### config.mk
export PLATFORM = sky130hd
export DESIGN_NAME = fp4_quantizer
export DESIGN_NICKNAME = d
export VERILOG_FILES = /design/src/rtl/fp4_pkg.sv /design/src/rtl/fp4_lfsr.sv /design/src/rtl/fp4_stage.sv /design/src/rtl/fp4_round.sv /design/src/rtl/fp4_quantizer.sv
export SDC_FILE = /design/constraint.sdc
export NUM_CORES = 1
export LEC_CHECK = 0
export ABC_AREA = 1
export BUFFER_PORTS_ARGS = -buffer_cell sky130_fd_sc_hd__buf_2
export CAP_MARGIN = 20
export CORE_MARGIN = 2
export CORE_UTILIZATION = 45
export CTS_CLUSTER_DIAMETER = 80
export DETAILED_ROUTE_END_ITERATION = 7
export HOLD_SLACK_MARGIN = 0.02
export PLACE_DENSITY_LB_ADDON = 0.3
export SYNTH_ARGS = -nofsm -noshare
export SYNTH_HDL_FRONTEND = slang
export SYNTH_SLANG_ARGS = --single-unit
### constraint.sdc
create_clock -name clk -period 5.35 [get_ports clk]
set_input_delay 0.8025 -clock clk [delete_from_list [all_inputs] [get_ports clk]]
set_output_delay 0.8025 -clock clk [all_outputs]
set_load 0.03 [all_outputs]
### src/rtl/fp4_pkg.sv
package fp4_pkg;

  localparam logic [3:0] FP4_POS_MAX = 4'b0111;

  typedef enum logic {
    RND_NEAREST = 1'b0,
    RND_STOCH   = 1'b1
  } fp4_rnd_e;

  // Expand a 4-bit E2M1 code into single precision.
  function automatic logic [31:0] fp4_decode(input logic [3:0] code);
    logic [7:0]  bexp;
    logic [22:0] bman;
    if (code[2:1] == 2'b00) begin
      bexp = code[0] ? 8'd126 : 8'd0;
      bman = '0;
    end else begin
      bexp = 8'd126 + {6'd0, code[2:1]};
      bman = {code[0], 22'd0};
    end
    return {code[3], bexp, bman};
  endfunction

endpackage

### src/rtl/fp4_lfsr.sv
module fp4_lfsr #(
  parameter int           W        = 16,
  parameter logic [W-1:0] TAPS     = 16'hB400,
  parameter logic [W-1:0] FALLBACK = 16'hACE1
) (
  input  logic         clk,
  input  logic         rst_n,
  input  logic [W-1:0] seed,
  input  logic         step,
  output logic [W-1:0] state
);

  logic fb;
  assign fb = ^(state & TAPS);

  always_ff @(posedge clk) begin
    if (!rst_n) begin
      state <= (seed == '0) ? FALLBACK : seed;
    end else if (step) begin
      state <= {state[W-2:0], fb};
    end
  end

endmodule

### src/rtl/fp4_stage.sv
module fp4_stage #(
  parameter int W = 8
) (
  input  logic         clk,
  input  logic         rst_n,
  input  logic         en,
  input  logic         vld_i,
  input  logic [W-1:0] dat_i,
  output logic         vld_o,
  output logic [W-1:0] dat_o
);

  always_ff @(posedge clk) begin
    if (!rst_n) begin
      vld_o <= 1'b0;
      dat_o <= '0;
    end else if (en) begin
      vld_o <= vld_i;
      if (vld_i) dat_o <= dat_i;
    end
  end

endmodule

### src/rtl/fp4_round.sv
module fp4_round #(
  parameter int RW = 16
) (
  input  logic [31:0]   f_in,
  input  logic          stoch,
  input  logic [RW-1:0] rnd,
  output logic [3:0]    code
);
  import fp4_pkg::*;

  // Fraction window below the grid LSB; wide enough that shifts under
  // SHIFT_LIM never drop a set bit.
  localparam int FW        = 71;
  localparam int WW        = FW + 1;
  localparam int SHIFT_LIM = WW - 24;

  logic          sgn;
  logic [7:0]    ex;
  logic [22:0]   mn;
  logic          nan_in, big, norm, above, tie, up;
  logic [7:0]    rsh;
  logic [WW-1:0] wide;
  logic [2:0]    q, qr, ek;
  logic [FW-1:0] frac;
  logic [RW:0]   sum;

  always_comb begin
    sgn    = f_in[31];
    ex     = f_in[30:23];
    mn     = f_in[22:0];
    nan_in = (ex == 8'hFF) && (mn != '0);
    big    = ex >= 8'd130;
    norm   = ex >= 8'd127;
    rsh    = 8'd126 - ex;
    wide   = '0;
    q      = '0;
    frac   = '0;
    ek     = '0;
    if (norm) begin
      // |x| >= 1: grid step is 2^(ek-1); the integer part is {1, m22}.
      ek   = 3'(ex - 8'd127);
      q    = {1'b0, 1'b1, mn[22]};
      frac = {mn[21:0], {(FW-22){1'b0}}};
    end else if (ex != 8'd0 && rsh < 8'(SHIFT_LIM)) begin
      // |x| < 1: grid step is 0.5, so scale by two and align.
      wide = {1'b1, mn, {(WW-24){1'b0}}} >> rsh;
      q    = {2'b00, wide[WW-1]};
      frac = wide[FW-1:0];
    end
    above = frac[FW-1] && (|frac[FW-2:0]);
    tie   = frac[FW-1] && !(|frac[FW-2:0]);
    sum   = {1'b0, frac[FW-1 -: RW]} + {1'b0, rnd};
    up    = (stoch == RND_STOCH) ? sum[RW] : (above || (tie && q[0]));
    qr    = q + {2'b00, up};

    if (nan_in)             code = FP4_POS_MAX;
    else if (big)           code = {sgn, 3'b111};
    else if (!norm)         code = {sgn, qr};
    else if (qr[2]) begin
      if (ek == 3'd2)       code = {sgn, 3'b111};
      else                  code = {sgn, ek[1:0] + 2'd2, 1'b0};
    end else                code = {sgn, ek[1:0] + 2'd1, qr[0]};
  end

endmodule

### src/rtl/fp4_quantizer.sv
module fp4_quantizer #(
  parameter int               LATENCY       = 2,
  parameter int               RND_W         = 16,
  parameter logic [RND_W-1:0] LFSR_TAPS     = 16'hB400,
  parameter logic [RND_W-1:0] LFSR_FALLBACK = 16'hACE1
) (
  input  logic             clk,
  input  logic             rst_n,
  input  logic [RND_W-1:0] lfsr_seed,
  input  logic             in_valid,
  output logic             in_ready,
  input  logic [31:0]      in_data,
  input  logic             in_stoch,
  output logic             out_valid,
  input  logic             out_ready,
  output logic [3:0]       out_code
);

  localparam int AW = 32 + 1 + RND_W;

  logic             adv, acc;
  logic [RND_W-1:0] rnd_q;
  logic             q_valid;
  logic [31:0]      q_f32;
  logic             q_stoch;
  logic [RND_W-1:0] q_rnd;
  logic [3:0]       q_code;

  // All stages move together; a held output freezes the pipe.
  assign adv      = !out_valid || out_ready;
  assign in_ready = adv;
  assign acc      = in_valid && adv;

  fp4_lfsr #(.W(RND_W), .TAPS(LFSR_TAPS), .FALLBACK(LFSR_FALLBACK)) u_lfsr (
    .clk   (clk),
    .rst_n (rst_n),
    .seed  (lfsr_seed),
    .step  (acc),
    .state (rnd_q)
  );

  generate
    if (LATENCY == 1) begin : g_lat1
      assign q_valid = in_valid;
      assign q_f32   = in_data;
      assign q_stoch = in_stoch;
      assign q_rnd   = rnd_q;
    end else begin : g_lat2
      logic [AW-1:0] a_dat;
      fp4_stage #(.W(AW)) u_stage_a (
        .clk   (clk),
        .rst_n (rst_n),
        .en    (adv),
        .vld_i (in_valid),
        .dat_i ({in_data, in_stoch, rnd_q}),
        .vld_o (q_valid),
        .dat_o (a_dat)
      );
      assign {q_f32, q_stoch, q_rnd} = a_dat;
    end
  endgenerate

  fp4_round #(.RW(RND_W)) u_round (
    .f_in  (q_f32),
    .stoch (q_stoch),
    .rnd   (q_rnd),
    .code  (q_code)
  );

  fp4_stage #(.W(4)) u_stage_out (
    .clk   (clk),
    .rst_n (rst_n),
    .en    (adv),
    .vld_i (q_valid),
    .dat_i (q_code),
    .vld_o (out_valid),
    .dat_o (out_code)
  );

endmodule

==> flow_metrics.py <==
metrics = {
    "worst_setup_path": {
        "endpoint_kind": "flop",
        "start_kind": "flop",
        "path_class": "reg -> reg",
        "worstPathArrival_ns": 4.49,
        "slowest_delay_ns": 0.54,
        "slowest_stage": "dfxtp_1",
        "crit_top_cell": "nand2_1",
        "crit_fanout": 29,
        "path_buf_inv": 5,
        "crit_required_ns": 5.58,
        "cpLargestDelayFamily": "simple AND/OR/NAND/NOR gates",
    },
    "die": {
        "dieArea_sq_um": 12800,
        "row_count": 39,
        "initial_core_util_pct": 46.7,
        "die_w_microns": 113,
        "dieHeight_microns": 113,
        "io_pins": 59,
        "core_area_sq_um": 11500,
    },
    "finish": {
        "syn_to_final_growth_pct": 10.2,
        "n_antenna_cell": 0,
        "fin_nets": 957,
        "drive_gt1_share_pct": 13.3,
        "fin_area_sq_um": 5920,
    },
    "timing": {
        "fmaxAchievable_mhz": 235,
        "worst-slew-pin-transition_ns": 0.944,
        "rsz0062_at_grt": "no",
        "slew_headroom_pct": 36.9,
        "setup_viol": 0,
        "setup_tns_ns": 0,
        "worst_clock_skew_ns": 0.00850,
        "drv_slew": 0,
        "period_share_pct": 79.7,
        "fin_crit_ns": 4.26,
        "final-hold-violation-count": 0,
    },
    "placement": {
        "dp_hpwl_microns": 11500,
        "portBuffers": 58,
        "gp_congestion": 0.914,
        "post_dp_cell_area_sq_um": 5620,
    },
    "detailed_routing": {
        "routed-wl-met3_microns": 861,
        "totalWireLength_microns": 15100,
        "wl_met1_microns": 6880,
        "ant_nets": 0,
        "drcViolationCount": 0,
        "vias": 5624,
        "dr_wl_met2_microns": 6610,
        "wl_per_cell_microns": 14.6,
        "drt_iter0_markers": 451,
        "via_per_inst": 5.45,
        "drt_first_pass_iters": 5,
        "top_layer": "met4",
    },
    "clocking": {
        "cts_resized": 0,
        "cts_tree": "yes",
        "cts_root_buf": "clkbuf_16",
        "clock_latency_ns": 0.33,
        "cts_setup_buffers": 0,
        "htree_levels": 3,
        "hold_buffers": 0,
        "cts_buffers": 9,
        "ctsLongestPathBuffers": 2,
        "clock-sinks": 71,
        "path_clk_slew_ns": 0.06,
    },
    "grt": {
        "grtUsageTotal_pct": 24.2,
        "antenna_found_initial": 0,
        "grt_overflow": 0,
        "grt_max_degree": 66,
        "grt_pass1_vias": 5164,
        "grt_pass1_wl_microns": 24900,
    },
    "logic_synthesis": {
        "synth_edf_count": 16,
        "ys_seq_area_share_pct": 29.4,
        "yosysWarnings": 0,
        "syn_inst": 851,
        "netlist_area_sq_um": 5380,
        "ys.flop_type": "dfxtp_1",
        "ys_types": 43,
        "ys_ff_latch": 71,
        "syn-num-nets": 925,
        "synth-async-reset-ratio_pct": 0,
        "postSynthAreaPerCell_sq_um": 6.32,
    },
    "power_and_ir_drop": {
        "peakVddDrop_mv": 0.204,
        "p_per_area_nw_per_um2": 297,
        "p_leak_uw": 0.00288,
    },
    "job": {
        "maxCapViolations": 0,
    },
    "hold_path": {
        "hp-class": "reg -> reg",
    },
    "status": {
        "outcome": "completed",
    },
}
-- area by class of cell --
type                       instances  area (sq um)
clock inverter                     6          66.3
clock buffer                      10           239
tap                              143           179
multi-input combinational        677          3290
fill                            1215          5590
timing repair buffer              65           343
inverter                          59           224
sequential                        71          1580
-- flip-flops by register name, summed over array words and instances (netlist names) --
signal                  flops
g_lat2.u_stage_a.dat_o     49
u_lfsr.state               16
u_stage_out.dat_o           4
g_lat2.u_stage_a.vld_o      1
u_stage_out.vld_o           1
-- layout by cell type (no fill, tap or decap), types with 4 or more instances in the layout --
cell,Yosys,layout
inv_2,9,9
nor4_1,11,11
ha_1,21,21
nand4_1,4,4
nor2_2,5,5
nand3_1,117,117
o21ai_0,53,53
nand2_1,238,237
clkbuf_16,0,9
nand2_2,4,5
a21oi_1,52,52
nor2_1,128,128
o21ai_1,11,11
dfxtp_1,55,55
inv_1,48,48
edfxtp_1,16,16
buf_4,6,7
buf_2,10,58
-- through the flow --
step / util (%) / hold WS, ns / std cells / power [uW] / setup WS (ns)
6_report: 51.4 / 0.465 / 1031 / 1760 / 1.09
2_1_floorplan: - / 0.443 / 851 / 1040 / 1.81
3_5_place_dp: 48.8 / 0.455 / 1015 / 1160 / 1.15
4_1_cts: 51.4 / 0.464 / 1031 / 1760 / 1.14
3_3_place_gp: 48.8 / 0.453 / 1015 / 1160 / 1.28
5_1_grt: 51.4 / 0.490 / 1031 / 1870 / 0.646
-- final timing paths --
kind / startpoint / end / slack, ns / depth (start not counted)
worst max register to register: g_lat2.u_stage_a.dat_o[40]$_SDFFE_PN0P_ / u_stage_out.dat_o[2]$_SDFFE_PN0P_ / 1.09 / 26
worst min register to register: g_lat2.u_stage_a.vld_o$_SDFFE_PN0N_ / g_lat2.u_stage_a.vld_o$_SDFFE_PN0N_ / 0.47 / 2
worst max-delay path: g_lat2.u_stage_a.dat_o[40]$_SDFFE_PN0P_ / u_stage_out.dat_o[2]$_SDFFE_PN0P_ / 1.09 / 26
worst min-delay path: g_lat2.u_stage_a.vld_o$_SDFFE_PN0N_ / g_lat2.u_stage_a.vld_o$_SDFFE_PN0N_ / 0.47 / 2
-- Yosys cell counts (2+ instances only) --
cell type	number	share of area, %
edfxtp_1	16	8.9
o31ai_4	2	0.79
clkbuf_1	14	0.98
nor3_1	3	0.28
buf_8	2	0.56
a211oi_1	2	0.28
inv_2	9	0.63
o21ai_0	53	4.9
ha_1	21	4.9
nor4_1	11	1.3
buf_1	4	0.28
nand2_2	4	0.47
inv_1	48	3.4
o22ai_2	3	0.70
nor2_1	128	8.9
a21oi_2	2	0.33
nand2_1	238	17
nand4_2	3	0.70
dfxtp_1	55	20
nand3_1	117	11
buf_4	6	0.84
buf_6	8	1.7
nor2_2	5	0.58
a21oi_1	52	4.8
buf_2	10	0.93
o21ai_1	11	1.0
xor2_1	2	0.33
o221ai_1	2	0.33
nand3_2	2	0.37
nand4_1	4	0.47
xnor2_1	2	0.33
-- worst min-delay path: stages (launching register included) --
cell,delay (ns)
dfxtp_1,0.31
nand2_1,0.06
a21oi_1,0.05
-- routing by layer --
layer / vias up / GRT usage (%)
li1: 2882 / -
met1: 2495 / 32.5
met2: 202 / 37.9
met3: 45 / 3.21
met4: 0 / 12.6
met5: - / 0
-- cell families (layout without fill, tap and decap cells) --
logic type / Yosys count / after routing / share of synthesized area (%)
DFF: 71 / 71 / 29.4
adders and majority gates: 21 / 21 / 4.89
buffers and inverters: 103 / 140 / 9.42
AOI/OAI and AO/OA: 131 / 131 / 14.0
xor gates and xnor gates: 5 / 5 / 0.954
and+or+nand+nor: 520 / 520 / 41.4
-- report_power, final --
group          internal (uW)  switching (uW)
logic                    168             339
registers                600            46.6
clock network            376             230
No activity file was read; power rests on OpenSTA's default activity.
